`config.mk`:
```
export PLATFORM = sky130hd
export DESIGN_NAME = irq_prio_ctrl
export DESIGN_NICKNAME = d
export VERILOG_FILES = /design/src/rtl/irq_prio_ctrl.sv
export SDC_FILE = /design/constraint.sdc
export NUM_CORES = 1
export LEC_CHECK = 0
export BUFFER_PORTS_ARGS = -buffer_cell sky130_fd_sc_hd__buf_2
export CORE_MARGIN = 2
export CORE_UTILIZATION = 59
export DETAILED_ROUTE_END_ITERATION = 10
export PLACE_DENSITY = 0.75
export SLEW_MARGIN = 20
export SYNTH_ARGS = -nofsm -noshare
export SYNTH_HDL_FRONTEND = slang
export SYNTH_SLANG_ARGS = --single-unit
```
`constraint.sdc`:
```
create_clock -name clk -period 22.4 [get_ports clk]
set_input_delay 1.12 -clock clk [delete_from_list [all_inputs] [get_ports clk]]
set_output_delay 1.12 -clock clk [all_outputs]
set_load 0.01 [all_outputs]
```
`src/rtl/irq_prio_ctrl.sv`:
```
module irq_prio_ctrl #(
  parameter int NSRC      = 13,
  parameter int AW        = 5,
  parameter int DW        = 16,
  parameter int WDOG_SRC  = 8,
  parameter int VA_SRC    = 12,
  parameter int VB_SRC    = 13,
  parameter int AUTO_BASE = 24
) (
  input  logic            clk,
  input  logic            rst_n,
  input  logic [NSRC:1]   irq_lines_i,
  input  logic            wr_en_i,
  input  logic [AW-1:0]   addr_i,
  input  logic [DW-1:0]   wdata_i,
  output logic [DW-1:0]   rdata_o,
  output logic [2:0]      irq_level_o,
  output logic [7:0]      irq_vector_o
);
  localparam int IW = $clog2(NSRC + 1);
  localparam logic [AW-1:0] A_MASK = AW'(16);
  localparam logic [AW-1:0] A_PEND = AW'(17);
  localparam logic [AW-1:0] A_WDV  = AW'(18);
  localparam logic [AW-1:0] A_VA   = AW'(19);
  localparam logic [AW-1:0] A_VB   = AW'(20);
  localparam logic [AW-1:0] A_LAST = AW'(NSRC);
  localparam logic [7:0]    DEF_VEC = 8'h0F;

  function automatic logic [7:0] ctrl_rst(int n);
    if (n <= 7)       return 8'(4 * n);
    else if (n == 8)  return 8'h1C;
    else if (n <= 11) return 8'h80;
    else              return 8'h00;
  endfunction

  logic [NSRC:1] pend_q, mask_q;
  logic [7:0]    ctrl_q [1:NSRC];
  logic [7:0]    wdv_q, va_q, vb_q;
  logic [2:0]    lvl_q;
  logic [7:0]    vec_q;

  wire ctrl_hit = (addr_i != '0) && (addr_i <= A_LAST);
  wire unused_wbits = ^{wdata_i[0], wdata_i[DW-1:NSRC+1]};

  always_ff @(posedge clk or negedge rst_n) begin
    if (!rst_n) begin
      pend_q <= '0;
      mask_q <= '1;
      wdv_q  <= DEF_VEC;
      va_q   <= '0;
      vb_q   <= '0;
      for (int n = 1; n <= NSRC; n++) ctrl_q[n] <= ctrl_rst(n);
    end else begin
      pend_q <= irq_lines_i;
      if (wr_en_i) begin
        if (ctrl_hit)           ctrl_q[addr_i] <= wdata_i[7:0];
        if (addr_i == A_MASK)   mask_q <= wdata_i[NSRC:1];
        if (addr_i == A_WDV)    wdv_q  <= wdata_i[7:0];
        if (addr_i == A_VA)     va_q   <= wdata_i[7:0];
        if (addr_i == A_VB)     vb_q   <= wdata_i[7:0];
      end
    end
  end

  logic [NSRC:1] act;
  logic [4:0]    best;
  logic [IW-1:0] win;
  logic [7:0]    win_ctrl;
  logic [2:0]    nxt_lvl;
  logic [7:0]    nxt_vec;

  assign act = pend_q & ~mask_q;

  always_comb begin
    best = '0;
    win = '0;
    win_ctrl = '0;
    for (int n = 1; n <= NSRC; n++) begin
      if (act[n] && ctrl_q[n][4:0] > best) begin
        best = ctrl_q[n][4:0];
        win = IW'(n);
        win_ctrl = ctrl_q[n];
      end
    end
  end

  always_comb begin
    nxt_lvl = '0;
    nxt_vec = '0;
    if (best >= 5'd4) begin
      nxt_lvl = win_ctrl[4:2];
      if (win_ctrl[7])                nxt_vec = 8'(AUTO_BASE) + {5'd0, win_ctrl[4:2]};
      else if (win == IW'(WDOG_SRC))  nxt_vec = wdv_q;
      else if (win == IW'(VA_SRC))    nxt_vec = va_q;
      else if (win == IW'(VB_SRC))    nxt_vec = vb_q;
      else                            nxt_vec = DEF_VEC;
    end
  end

  always_ff @(posedge clk or negedge rst_n) begin
    if (!rst_n) begin
      lvl_q <= '0;
      vec_q <= '0;
    end else begin
      lvl_q <= nxt_lvl;
      vec_q <= nxt_vec;
    end
  end

  assign irq_level_o  = lvl_q;
  assign irq_vector_o = vec_q;

  always_comb begin
    rdata_o = '0;
    if (ctrl_hit)               rdata_o = DW'(ctrl_q[addr_i]);
    else if (addr_i == A_MASK)  rdata_o = DW'({mask_q, 1'b0});
    else if (addr_i == A_PEND)  rdata_o = DW'({pend_q, 1'b0});
    else if (addr_i == A_WDV)   rdata_o = DW'(wdv_q);
    else if (addr_i == A_VA)    rdata_o = DW'(va_q);
    else if (addr_i == A_VB)    rdata_o = DW'(vb_q);
  end
endmodule


```
# Yosys cells after proc, flatten, opt, wreduce, memory -nomap -nowiden
# Index checks and enable logic that the tools add are counted.
[word_totals] regBits=165 input_bits=37 out_inout_bits=27 elab_cells=127
[classes] n_addsub=1 n_lt_le_gt_ge=17 eq_ne=8 mux=57 bitwise=3 n_reduce_logical=21
[op_table] cell="8-bit 2-to-1 mux" n=24
[op_table] cell="104-bit bitwise mux" n=1
[op_table] cell="5-bit 2-to-1 mux" n=13
[op_table] cell="5-bit greater-than comparator" n=12
[op_table] cell="4-bit 2-to-1 mux" n=12
[op_table] cell="14-bit 2-to-1 mux" n=3
[op_table] cell="8-bit binary-select mux with 4-bit select" n=1
[op_table] cell="8-bit demux with 4-bit select" n=1
[op_table] cell="5-bit equality test (second input constant)" n=5
[op_table] cell="1-bit logical AND" n=15
[op_table] cell="13-bit bitwise AND" n=1
[op_table] cell="13-bit NOT" n=1
[op_table] cell="4-bit equality test (second input constant)" n=3
[op_table] cell="2-bit AND reduction" n=5
[op_table] cell="5-bit by 3-bit adder with 6-bit output (first input constant)" n=1
[op_table] cell="6-bit by 5-bit greater-or-equal comparator with 1-bit output (second input constant)" n=1
[op_table] cell="6-bit by 1-bit < comparator with 1-bit output (second input constant)" n=1
[op_table] cell="5-bit NOT with 6-bit output" n=1
[op_table] cell="5-bit by 3-bit greater-or-equal comparator with 1-bit output (second input constant)" n=1
[op_table] cell="5-bit by 1-bit greater-than comparator with 1-bit output (second input constant)" n=1
[op_table] cell="5-bit by 4-bit less-or-equal comparator with 1-bit output (second input constant)" n=1
[op_table] cell="5-bit nonzero test" n=1
[op_table] cell="3-bit 2-to-1 mux" n=1
[op_table] cell="1-bit 2-to-1 mux" n=1

# Logic depth before layout (Yosys ltp)
# Gate-level depths: netlist (run 1).
[depth] word_depth=46 depth_mapped=112 depth_no_buf=108

# Worst setup path after synthesis (run 1)
# OpenSTA, ideal clock, no wires.
[synth_timing] path_kind="reg2reg" from="register mask_q[1] (netlist name)" to="register vec_q[0], in the netlist irq_vector_o[0]" setup_ns=0.129 arrival_time_ns=19.122 required_ns=22.271 path_slack_ns=3.149 path_stages_with_launch=99 n_path_buf=4 synth_period_minus_slack_ns=19.251 path_cell_list="dfstp_2 > nor2b_1 > nand2_1 > ha_1 > nand4_2 > o211a_1 > and2_1 > o21ai_0 > inv_1 > ha_1 > and3_1 > a311o_1 > a21o_1 > mux2i_1 > ha_1 > nand2_1 > or4_1 > a21boi_1 > (+63 left out) > o21ai_0 > nand2b_1 > o31a_1 > a311oi_2 > nor3_2 > nor2_1 > a21oi_1 > ha_1 > nor2b_1 > o21a_1 > o21a_1 > o21ai_0 > nand2b_1 > and4b_1 > dlygate4sd1_1 > o31ai_4 > mux2i_1 > nor2_1"
[synth_between] elab_chain_cells=46 elab_cells_between_ends=76 cone_classes="add/sub (1); order compare (13); eq/ne (3); mux (44); bitwise (2); reduce/logical (13)"
[synth_rtl] element="start, declared" line="36" source="logic [NSRC:1] pend_q, mask_q;"
[synth_rtl] element="start signal, assigned" line="57" source="if (addr_i == A_MASK) mask_q <= wdata_i[NSRC:1];"
[synth_rtl] element="13-bit NOT (*)" line="72" source="assign act = pend_q & ~mask_q;"
[synth_rtl] element="13-bit bitwise AND (*)" line="72"
[synth_rtl] element="1-bit logical AND (*)" line="79" source="if (act[n] && ctrl_q[n][4:0] > best) begin"
[synth_rtl] element="5-bit 2-to-1 mux" line="79"
[synth_rtl] element="5-bit greater-than comparator" line="79"
[synth_rtl] element="1-bit logical AND" line="79"
[synth_rtl] element="5-bit 2-to-1 mux" line="79"
[synth_rtl] element="5-bit greater-than comparator" line="79"
[synth_rtl] element="(+31 left out)"
[synth_rtl] element="4-bit 2-to-1 mux" line="79"
[synth_rtl] element="4-bit equality test" line="95" source="else if (win == IW'(VB_SRC)) nxt_vec = vb_q;"
[synth_rtl] element="8-bit 2-to-1 mux" line="95"
[synth_rtl] element="8-bit 2-to-1 mux" line="94" source="else if (win == IW'(VA_SRC)) nxt_vec = va_q;"
[synth_rtl] element="8-bit 2-to-1 mux" line="93" source="else if (win == IW'(WDOG_SRC)) nxt_vec = wdv_q;"
[synth_rtl] element="8-bit 2-to-1 mux" line="92" source="if (win_ctrl[7]) nxt_vec = 8'(AUTO_BASE) + {5'd0, win_ctrl[4:2]};"
[synth_rtl] element="8-bit 2-to-1 mux (*)" line="90" source="if (best >= 5'd4) begin"
[synth_rtl] element="via nxt_vec[0]" line="70" source="logic [7:0] nxt_vec;"
[synth_rtl] element="end signal, assigned" line="106" source="vec_q <= nxt_vec;"
[synth_rtl] element="end, declared" line="40" source="logic [7:0] vec_q;"
# The timed path passes the listed nets; every way through them passes the cells marked *.
# A chain may end at the register's enable or synchronous reset.

# Final worst setup path (run 1)
[layout_timing] from="register pend_q[1] (netlist name)" to="register vec_q[2], in the netlist irq_vector_o[2]"
[layout_between] elab_chain_cells=45 elab_cells_between_ends=75 cone_classes="add/sub (1); order compare (13); eq/ne (3); mux (44); bitwise (1); reduce/logical (13)"
[layout_rtl] element="start, declared" line="36"
[layout_rtl] element="start signal, assigned" line="54" source="pend_q <= irq_lines_i;"
[layout_rtl] element="13-bit bitwise AND (*)" line="72"
[layout_rtl] element="1-bit logical AND (*)" line="79"
[layout_rtl] element="5-bit 2-to-1 mux" line="79"
[layout_rtl] element="5-bit greater-than comparator" line="79"
[layout_rtl] element="1-bit logical AND" line="79"
[layout_rtl] element="5-bit 2-to-1 mux" line="79"
[layout_rtl] element="5-bit greater-than comparator" line="79"
[layout_rtl] element="1-bit logical AND" line="79"
[layout_rtl] element="(+30 left out)"
[layout_rtl] element="4-bit 2-to-1 mux" line="79"
[layout_rtl] element="4-bit equality test" line="95"
[layout_rtl] element="8-bit 2-to-1 mux" line="95"
[layout_rtl] element="8-bit 2-to-1 mux" line="94"
[layout_rtl] element="8-bit 2-to-1 mux" line="93"
[layout_rtl] element="8-bit 2-to-1 mux" line="92"
[layout_rtl] element="8-bit 2-to-1 mux (*)" line="90"
[layout_rtl] element="via nxt_vec[2]" line="70"
# Marked as above.

==> results of run 1 <==
[cell type report]
cell class / count / area [um^2]
clock buffer: 17 / 425
clock inverter: 15 / 193
fill: 1356 / 5600
inverter: 45 / 169
multi-input combinational: 732 / 6110
sequential: 165 / 4170
tap: 225 / 282
timing repair buffer: 81 / 467
[worst max-delay path, delay by kind of cell (launching register included)]
| family | cells | cell delay [ns] |
|---|---|---|
| buffers and inverters | 9 | 1.12 |
| DFF | 1 | 0.37 |
| muxes | 8 | 1.77 |
| and+or+nand+nor | 33 | 5.47 |
| adders and majority gates | 14 | 3.96 |
| AOI/OAI and AO/OA | 38 | 8.19 |
[through the flow]
stage	cells	power (mW)	area (um^2)
6_report	1280	1.94	11800
5_1_grt	1280	2.08	11800
4_1_cts	1272	1.88	11700
3_5_place_dp	1240	1.57	11100
3_3_place_gp	1240	1.53	11100
2_1_floorplan	989	1.30	10600
[sequential cells by signal, indices dropped and copies added (netlist names)]
register / count
ctrl_q: 104
irq_level_o: 3
irq_vector_o: 8
mask_q: 13
pend_q: 13
va_q: 8
vb_q: 8
wdv_q: 8
[placed cells by master, fill, tap and decap left out, types with 18 or more instances in the layout]
cell	n
and3_1	18
dfstp_2	35
mux4_2	18
mux2i_1	32
a21oi_1	57
o21ai_0	37
buf_2	58
buf_4	22
ha_1	43
dfrtp_1	130
nor2_1	48
mux2_2	145
nand2_1	65
inv_1	44
[what timing repair did]
item,in CTS,in global routing
setup endpoints to repair,0,11
setup buffers,0,8
gates resized for setup,0,13
[power breakdown]
group          internal, mW  leakage (nW)  switching (mW)
registers             0.374          2.00          0.0536
logic                 0.518          2.91           0.683
clock network         0.179         0.290           0.133
total                  1.07          5.20           0.869
[cells by family (layout without fill, tap and decap cells)]
group                    after synthesis  in the layout  synth area share, %
flip-flops                           165            165                 39.4
AO/OA/AOI/OAI                        239            239                 15.9
other                                  1              2               0.0354
AND/OR/NAND/NOR                      237            237                 11.9
buffers and inverters                 92            158                 3.63
multiplexers                         200            200                 23.0
XOR/XNOR                               9              9                0.815
adder cells (fa/ha/maj)               45             45                 5.27
[path summary, 6_finish.rpt]
check,cells past startpoint,start,slack (ns),endpoint
max,102,pend_q[1],1.39,irq_vector_o[2]
min,1,ctrl_q[56],0.50,ctrl_q[56]
max reg2reg,102,pend_q[1],1.39,irq_vector_o[2]
min reg2reg,1,ctrl_q[56],0.50,ctrl_q[56]
max in group asynchronous,2,rst_n,20.18,va_q[0]
min in group asynchronous,1,rst_n,0.75,pend_q[7]
[metal layers]
metal | vias up | global-route usage [%]
met1 | 4205 | 42.4
li1 | 3820 | -
met3 | 53 | 5.19
met4 | 0 | 9.75
met2 | 310 | 48.2
met5 | - | 0
==> out/qor.csv, run 1 <==
stage,metric,value,unit
drt,Initial DRC Count,682,
clocking,CTS Root Cell,clkbuf_16,
sta,Final period util,93.8,%
critical_path,max incr delay on CP,0.50,ns
global_route,initial antenna violation count,0,
critical_path,Worst setup EP type,flip-flop,
placement,Port-buffer cells,59,
clocking,clk sinks,165,
yosys,"EDFF count, synth",0,
clocking,H-tree depth,4,
min_path,hold crit path type,reg2reg,
drt,TritonRoute pass-1 iters,5,
sta,Setup WS post-layout,1.39,ns
run_status,status,finished clean,
yosys,Yosys reg bits,165,
drt,WL final,27900,um
clocking,CTS max path bufs,2,
yosys,Commonest cells post-synth,"mux2_2 (145), dfrtp_1 (130), nand2_1 (66), a21oi_1 (57), nor2_1 (49)",
yosys,Post-synth ARST share,100,%
yosys,Cell variety after synth,98,
floorplanning,die height,138,um
sta,max_slew headroom,35.3,%
clocking,Post-CTS Hold Buffers,0,
sta,shortest period the worst path allows,21.01,ns
yosys,largest area contributor in the netlist,dfrtp_1,
clocking,"Reg clk slew, reported paths",0.07,ns
critical_path,slowest CP cell,or4b_1,
floorplanning,Die X,138,um
drt,met3 WL,1780,um
sta,final setup TNS,0,ns
power,Worst VDD drop,0.140,mV
global_route,largest net degree at the start of global routing,91,
global_route,first-pass GRT wire length,43600,um
drt,Top Layer Used,met4,
final_layout,nets,1122,
clocking,Num CTS Buffers,17,
drt,ANT nets after route,0,
critical_path,"most used cell, CP",ha_1,
drt,WL met1,12400,um
final_layout,ANT cells,0,
sta,max-slew violations,0,
drt,met2 wire length,13000,um
critical_path,Setup CP Type,reg2reg,
global_route,GRT Total Usage,30.3,%
global_route,vias in the first global route,8055,
drt,vias after detailed routing,8388,
drt,# DRC,0,
clocking,CTS tree,done,
placement,dpl ws,0.637,ns
drt,Routed wire per std cell,21.8,um
floorplanning,I/O pin cnt,64,
yosys,"count leader, synth",mux2_2,
floorplanning,Initial Util,60.8,%
placement,Final HPWL DP,19400,um
sta,clk_skew,0.00547,ns
critical_path,Worst EP required,22.71,ns
critical_path,Worst setup SP type,flip-flop,
sta,Final Hold Violating Endpoints,0,
global_route,GR Overflow Total,0,
sta,Slew @ Worst Pin,0.970,ns
final_layout,final core area utilization,67.8,%
clocking,Clock Latency Late Sink,0.43,ns
sta,hold slack,0.505,ns
yosys,"Primary FF master, synth",dfrtp_1,
yosys,Mapped Area,10600,um^2
yosys,Synth area leaders,"dfrtp_1 (31%), mux2_2 (15%), dfstp_2 (8.7%), ha_1 (5.1%), mux4_2 (3.8%)",
sta,final setup fails,0,
yosys,YS warnings,0,
placement,Final Wtd Congestion,0.883,
sta,Peak Freq,47.6,MHz
floorplanning,core box area,17400,um^2
critical_path,arrival time worst endpoint,21.32,ns
final_layout,share of cells above drive strength 1,32.8,%
yosys,syn_area_per_cell,10.7,um^2
floorplanning,Row Count,48,
power,Leak,5.20,nW
drt,drt via density,6.55,
yosys,Yosys top cell area share,30.7,%
yosys,sequential share of the synthesized area,39.4,%
yosys,cells after synthesis,988,
floorplanning,die area,19000,um^2
final_layout,Layout area overhead,11.6,%
power,Cell Pwr Density,164,nW/um^2
critical_path,Worst Path Max Fanout,11,
job,MaxCap Viol Count,0,
Power figures use the tool's default switching activity.
==> inputs of run 2 (changes only) <==
==> constraint.sdc (replaced) <==
create_clock -name clk -period 24.9 [get_ports clk]
set_input_delay 1.245 -clock clk [delete_from_list [all_inputs] [get_ports clk]]
set_output_delay 1.245 -clock clk [all_outputs]
set_load 0.01 [all_outputs]
==> out/qor.csv, run 2 (synthesis gave the netlist of run 1 again) <==
stage,metric,value,unit
run_status,status,finished clean,
floorplanning,Row Count,48,
floorplanning,I/O pin cnt,64,
global_route,GRT met3 Usage,5.85,%
clocking,CTS tree,done,
final_layout,Layout area overhead,9.94,%
clocking,Num CTS Buffers,17,
global_route,GRT Total Usage,30.2,%
power,Leak,5.13,nW
sta,final setup fails,0,
global_route,vias in the first global route,7907,
final_layout,ANT cells,0,
floorplanning,Die X,138,um
placement,Final Wtd Congestion,0.869,
drt,WL final,27700,um
sta,clk_skew,0.0110,ns
final_layout,Filler cells,1357,
placement,Final HPWL DP,19000,um
sta,final setup TNS,0,ns
sta,Final Hold Violating Endpoints,0,
critical_path,internal reg-to-reg setup slack,1.77,ns
global_route,GR Overflow Total,0,
global_route,Global Route met2 Usage,46.3,%
final_layout,most frequent cells in the layout,"mux2_2 (145), dfrtp_1 (130), nand2_1 (66)",
sta,Peak Freq,43.2,MHz
clocking,CTS max path bufs,2,
critical_path,Worst setup SP type,flip-flop,
clocking,"Reg clk slew, reported paths",0.07,ns
sta,unrepaired setup endpoints after global routing,no,
clocking,Clock Latency Late Sink,0.44,ns
floorplanning,die area,19000,um^2
drt,# DRC,0,
final_layout,max FFs per register,104,
clocking,clk sinks,165,
drt,Initial DRC Count,741,
drt,drt via density,6.56,
placement,Port-buffer cells,59,
global_route,grt peak-use layer,met2,
critical_path,max incr delay on CP,0.60,ns
critical_path,Worst setup EP type,flip-flop,
drt,TritonRoute pass-1 iters,5,
final_layout,share of cells above drive strength 1,31.2,%
final_layout,nets,1110,
job,MaxCap Viol Count,0,
final_layout,"most common cell after layout, fill and taps aside",mux2_2,
sta,Setup WS post-layout,1.77,ns
final_layout,registers with the most flip-flops,"ctrl_q x104, mask_q x13, pend_q x13",
critical_path,Worst Path Max Fanout,13,
clocking,CTS Root Cell,clkbuf_16,
power,Worst VDD drop,0.113,mV
sta,max-slew violations,0,
critical_path,arrival time worst endpoint,23.49,ns
critical_path,Setup CP Type,reg2reg,
drt,Routed wire per std cell,21.8,um
drt,ANT nets after route,0,
sta,Slew @ Worst Pin,1.08,ns
placement,dpl ws,1.97,ns
global_route,first-pass GRT wire length,43200,um
final_layout,Largest Register,ctrl_q,
drt,vias after detailed routing,8315,
critical_path,"most used cell, CP",ha_1,
sta,Final period util,92.9,%
clocking,H-tree depth,4,
sta,max_slew headroom,27.7,%
floorplanning,Initial Util,60.8,%
global_route,initial antenna violation count,0,
floorplanning,die height,138,um
critical_path,slowest CP cell,a31oi_1,
min_path,hold crit path type,reg2reg,
floorplanning,core box area,17400,um^2
critical_path,Worst EP required,25.26,ns
sta,shortest period the worst path allows,23.13,ns
power,Cell Pwr Density,145,nW/um^2
global_route,largest net degree at the start of global routing,84,
global_route,M1 GR Usage,42.6,%
## run 2: where the power goes
part	switching, mW	internal (mW)
clock network	0.120	0.150
registers	0.0484	0.337
logic	0.604	0.434
total	0.772	0.921
## run 2: critical path: cells and delay by family (launching register included)
family | cells | cell delay [ns]
AOI/OAI and AO/OA | 40 | 10.38
adders and majority gates | 12 | 3.61
buffers and inverters | 7 | 0.64
DFF | 1 | 0.35
muxes | 7 | 1.63
and+or+nand+nor | 32 | 6.43
## run 2: final cells by class
type / instances / area [um^2] / area share [%]
tap: 225 / 282 / 2.42
sequential: 165 / 4170 / 35.8
timing repair buffer: 69 / 380 / 3.27
clock inverter: 15 / 170 / 1.46
inverter: 45 / 169 / 1.45
multi-input combinational: 732 / 6040 / 51.9
clock buffer: 17 / 425 / 3.65
## run 2: what timing repair did
item | in CTS | in global routing
setup endpoints to repair | 0 | 7
setup buffers | 0 | 5
hold buffers | 0 | 0
gates resized for setup | 0 | 1
## run 2: metal layers
layer / vias up / wire length (um)
li1: 3810 / -
met2: 301 / 12800
met1: 4148 / 12200
met4: 0 / 792
met5: - / 0
met3: 56 / 1920
## run 2: per-stage QoR
| stage | utilization, % | hold WS (ns) | instances | total power, mW | cell area (um^2) |
|---|---|---|---|---|---|
| 5_1_grt | 66.8 | 0.515 | 1268 | 1.81 | 11600 |
| 3_3_place_gp | 63.1 | 0.482 | 1231 | 1.35 | 11000 |
| 4_1_cts | 66.6 | 0.507 | 1263 | 1.67 | 11600 |
| 3_5_place_dp | 63.1 | 0.492 | 1231 | 1.38 | 11000 |
| 6_report | 66.8 | 0.507 | 1268 | 1.69 | 11600 |
| 2_1_floorplan | - | 0.474 | 989 | 1.17 | 10600 |
## run 2: final timing paths
path | start | end | depth (start not counted)
worst max-delay path | pend_q[1] | irq_vector_o[6] | 98
worst min-delay path | ctrl_q[29] | ctrl_q[29] | 1
worst max register to register | pend_q[1] | irq_vector_o[6] | 98
worst min register to register | ctrl_q[29] | ctrl_q[29] | 1
max in group asynchronous | rst_n | ctrl_q[24] | 2
min in group asynchronous | rst_n | ctrl_q[57] | 1
==> inputs of run 3 (changes only) <==
--- a/config.mk
+++ b/config.mk
@@ -6,7 +6,6 @@
 export NUM_CORES = 1
 export LEC_CHECK = 0
 export BUFFER_PORTS_ARGS = -buffer_cell sky130_fd_sc_hd__buf_2
-export CORE_MARGIN = 2
 export CORE_UTILIZATION = 59
 export DETAILED_ROUTE_END_ITERATION = 10
 export PLACE_DENSITY = 0.75
==> out/qor.csv, run 3 (synthesis gave the netlist of run 1 again) <==
stage,metric,value,unit
floorplanning,Die X,136,um
clocking,Num CTS Buffers,17,
floorplanning,die area,18500,um^2
final_layout,most frequent cells in the layout,"mux2_2 (145), dfrtp_1 (130), nand2_1 (66)",
final_layout,share of cells above drive strength 1,31.3,%
min_path,hold crit path type,reg2reg,
power,Worst VDD drop,0.109,mV
run_status,status,finished clean,
clocking,H-tree depth,4,
final_layout,Final Non-Filler Cells,1265,
global_route,first-pass GRT wire length,44300,um
drt,Routed wire per std cell,22.2,um
clocking,CTS max path bufs,2,
power,Cell Pwr Density,147,nW/um^2
critical_path,Setup CP Type,reg2reg,
clocking,clk sinks,165,
placement,Final Wtd Congestion,0.889,
global_route,vias in the first global route,8141,
floorplanning,Initial Util,60.8,%
final_layout,Layout area overhead,10.2,%
final_layout,max FFs per register,104,
drt,WL final,28000,um
sta,Peak Freq,43.4,MHz
global_route,GRT Total Usage,31.8,%
critical_path,Worst Path Max Fanout,13,
final_layout,"most common cell after layout, fill and taps aside",mux2_2,
clocking,Clock Latency Late Sink,0.44,ns
drt,met3 WL,2130,um
sta,unrepaired setup endpoints after global routing,no,
clocking,CTS tree,done,
critical_path,Worst setup SP type,flip-flop,
clocking,"Reg clk slew, reported paths",0.07,ns
final_layout,final core area utilization,67.0,%
drt,vias after detailed routing,8321,
sta,max_slew headroom,34.0,%
drt,met2 wire length,12800,um
sta,shortest period the worst path allows,23.03,ns
sta,final setup fails,0,
final_layout,nets,1107,
critical_path,Worst EP required,25.21,ns
critical_path,max incr delay on CP,0.61,ns
critical_path,"most used cell, CP",ha_1,
critical_path,slowest CP cell,a221oi_1,
final_layout,ANT cells,0,
drt,drt via density,6.58,
placement,Area after DPL,11000,um^2
clocking,Post-CTS Hold Buffers,0,
drt,# DRC,0,
drt,Initial DRC Count,758,
power,Leak,5.15,nW
floorplanning,die height,136,um
placement,Final HPWL DP,19100,um
drt,Top Layer Used,met4,
floorplanning,I/O pin cnt,64,
drt,WL met1,12400,um
global_route,largest net degree at the start of global routing,95,
drt,ANT nets after route,0,
clocking,CTS Root Cell,clkbuf_16,
sta,Slew @ Worst Pin,0.987,ns
drt,TritonRoute pass-1 iters,5,
job,MaxCap Viol Count,0,
placement,"number of placed instances, taps included",1231,
sta,clk_skew,0.0107,ns
critical_path,arrival time worst endpoint,23.34,ns
critical_path,Worst setup EP type,flip-flop,
sta,Final period util,92.5,%
floorplanning,Row Count,48,
sta,final setup TNS,0,ns
sta,max-slew violations,0,
global_route,GR Overflow Total,0,
final_layout,fin area,11700,um^2
global_route,initial antenna violation count,0,
final_layout,registers with the most flip-flops,"ctrl_q x104, mask_q x13, pend_q x13",
final_layout,Largest Register,ctrl_q,
sta,Final Hold Violating Endpoints,0,
floorplanning,core box area,17400,um^2
placement,Port-buffer cells,59,
==> run 3: final timing paths <==
check / cells past startpoint / startpoint / slack, ns / endpoint
worst max-delay path: 100 / pend_q[1] / 1.87 / irq_vector_o[0]
worst max register to register: 100 / pend_q[1] / 1.87 / irq_vector_o[0]
worst min register to register: 1 / ctrl_q[38] / 0.50 / ctrl_q[38]
max in group asynchronous: 2 / rst_n / 22.58 / ctrl_q[54]
min in group asynchronous: 1 / rst_n / 0.88 / ctrl_q[75]
worst min-delay path: 1 / ctrl_q[38] / 0.50 / ctrl_q[38]
==> run 3: what timing repair did <==
| action | 4_1_cts | 5_1_grt |
|---|---|---|
| gates resized for setup | 0 | 3 |
| setup endpoints to repair | 0 | 8 |
| setup buffers | 0 | 2 |
==> run 3: layout make-up <==
cell class | count | area (um^2)
flip-flops and latches | 165 | 4170
well taps | 225 | 282
inverters | 45 | 169
repair buffers | 66 | 354
clock buffers | 18 | 439
clock inverters | 14 | 196
multi-input cells | 732 | 6050
fillers | 1321 | 5750
==> run 3: metal layers <==
layer	vias to the layer above	track usage, %
met4	0	11.0
met3	59	7.38
met2	338	49.3
met1	4123	43.5
met5	-	0
li1	3801	-
==> run 3: metrics by stage <==
| stage | worst slack [ns] | power (mW) | hold slack, ns |
|---|---|---|---|
| after detailed placement | 1.83 | 1.38 | 0.489 |
| after floorplan | 5.65 | 1.17 | 0.474 |
| final | 1.87 | 1.71 | 0.501 |
| after CTS | 1.55 | 1.68 | 0.504 |
| after global routing | 0.0343 | 1.83 | 0.517 |
| after global placement | 2.22 | 1.36 | 0.483 |
==> run 3: power breakdown <==
part | internal (mW) | switching, mW
combinational | 0.430 | 0.606
sequential | 0.337 | 0.0486
clock | 0.172 | 0.118
==> run 3: worst max-delay path, delay by kind of cell, from the launching register on <==
family,cells,cell delay (ns)
compound gates,39,9.96
fa+ha+maj,12,3.68
buf+inv,7,0.70
flops,1,0.36
mux,7,1.76
simple gates,35,6.44
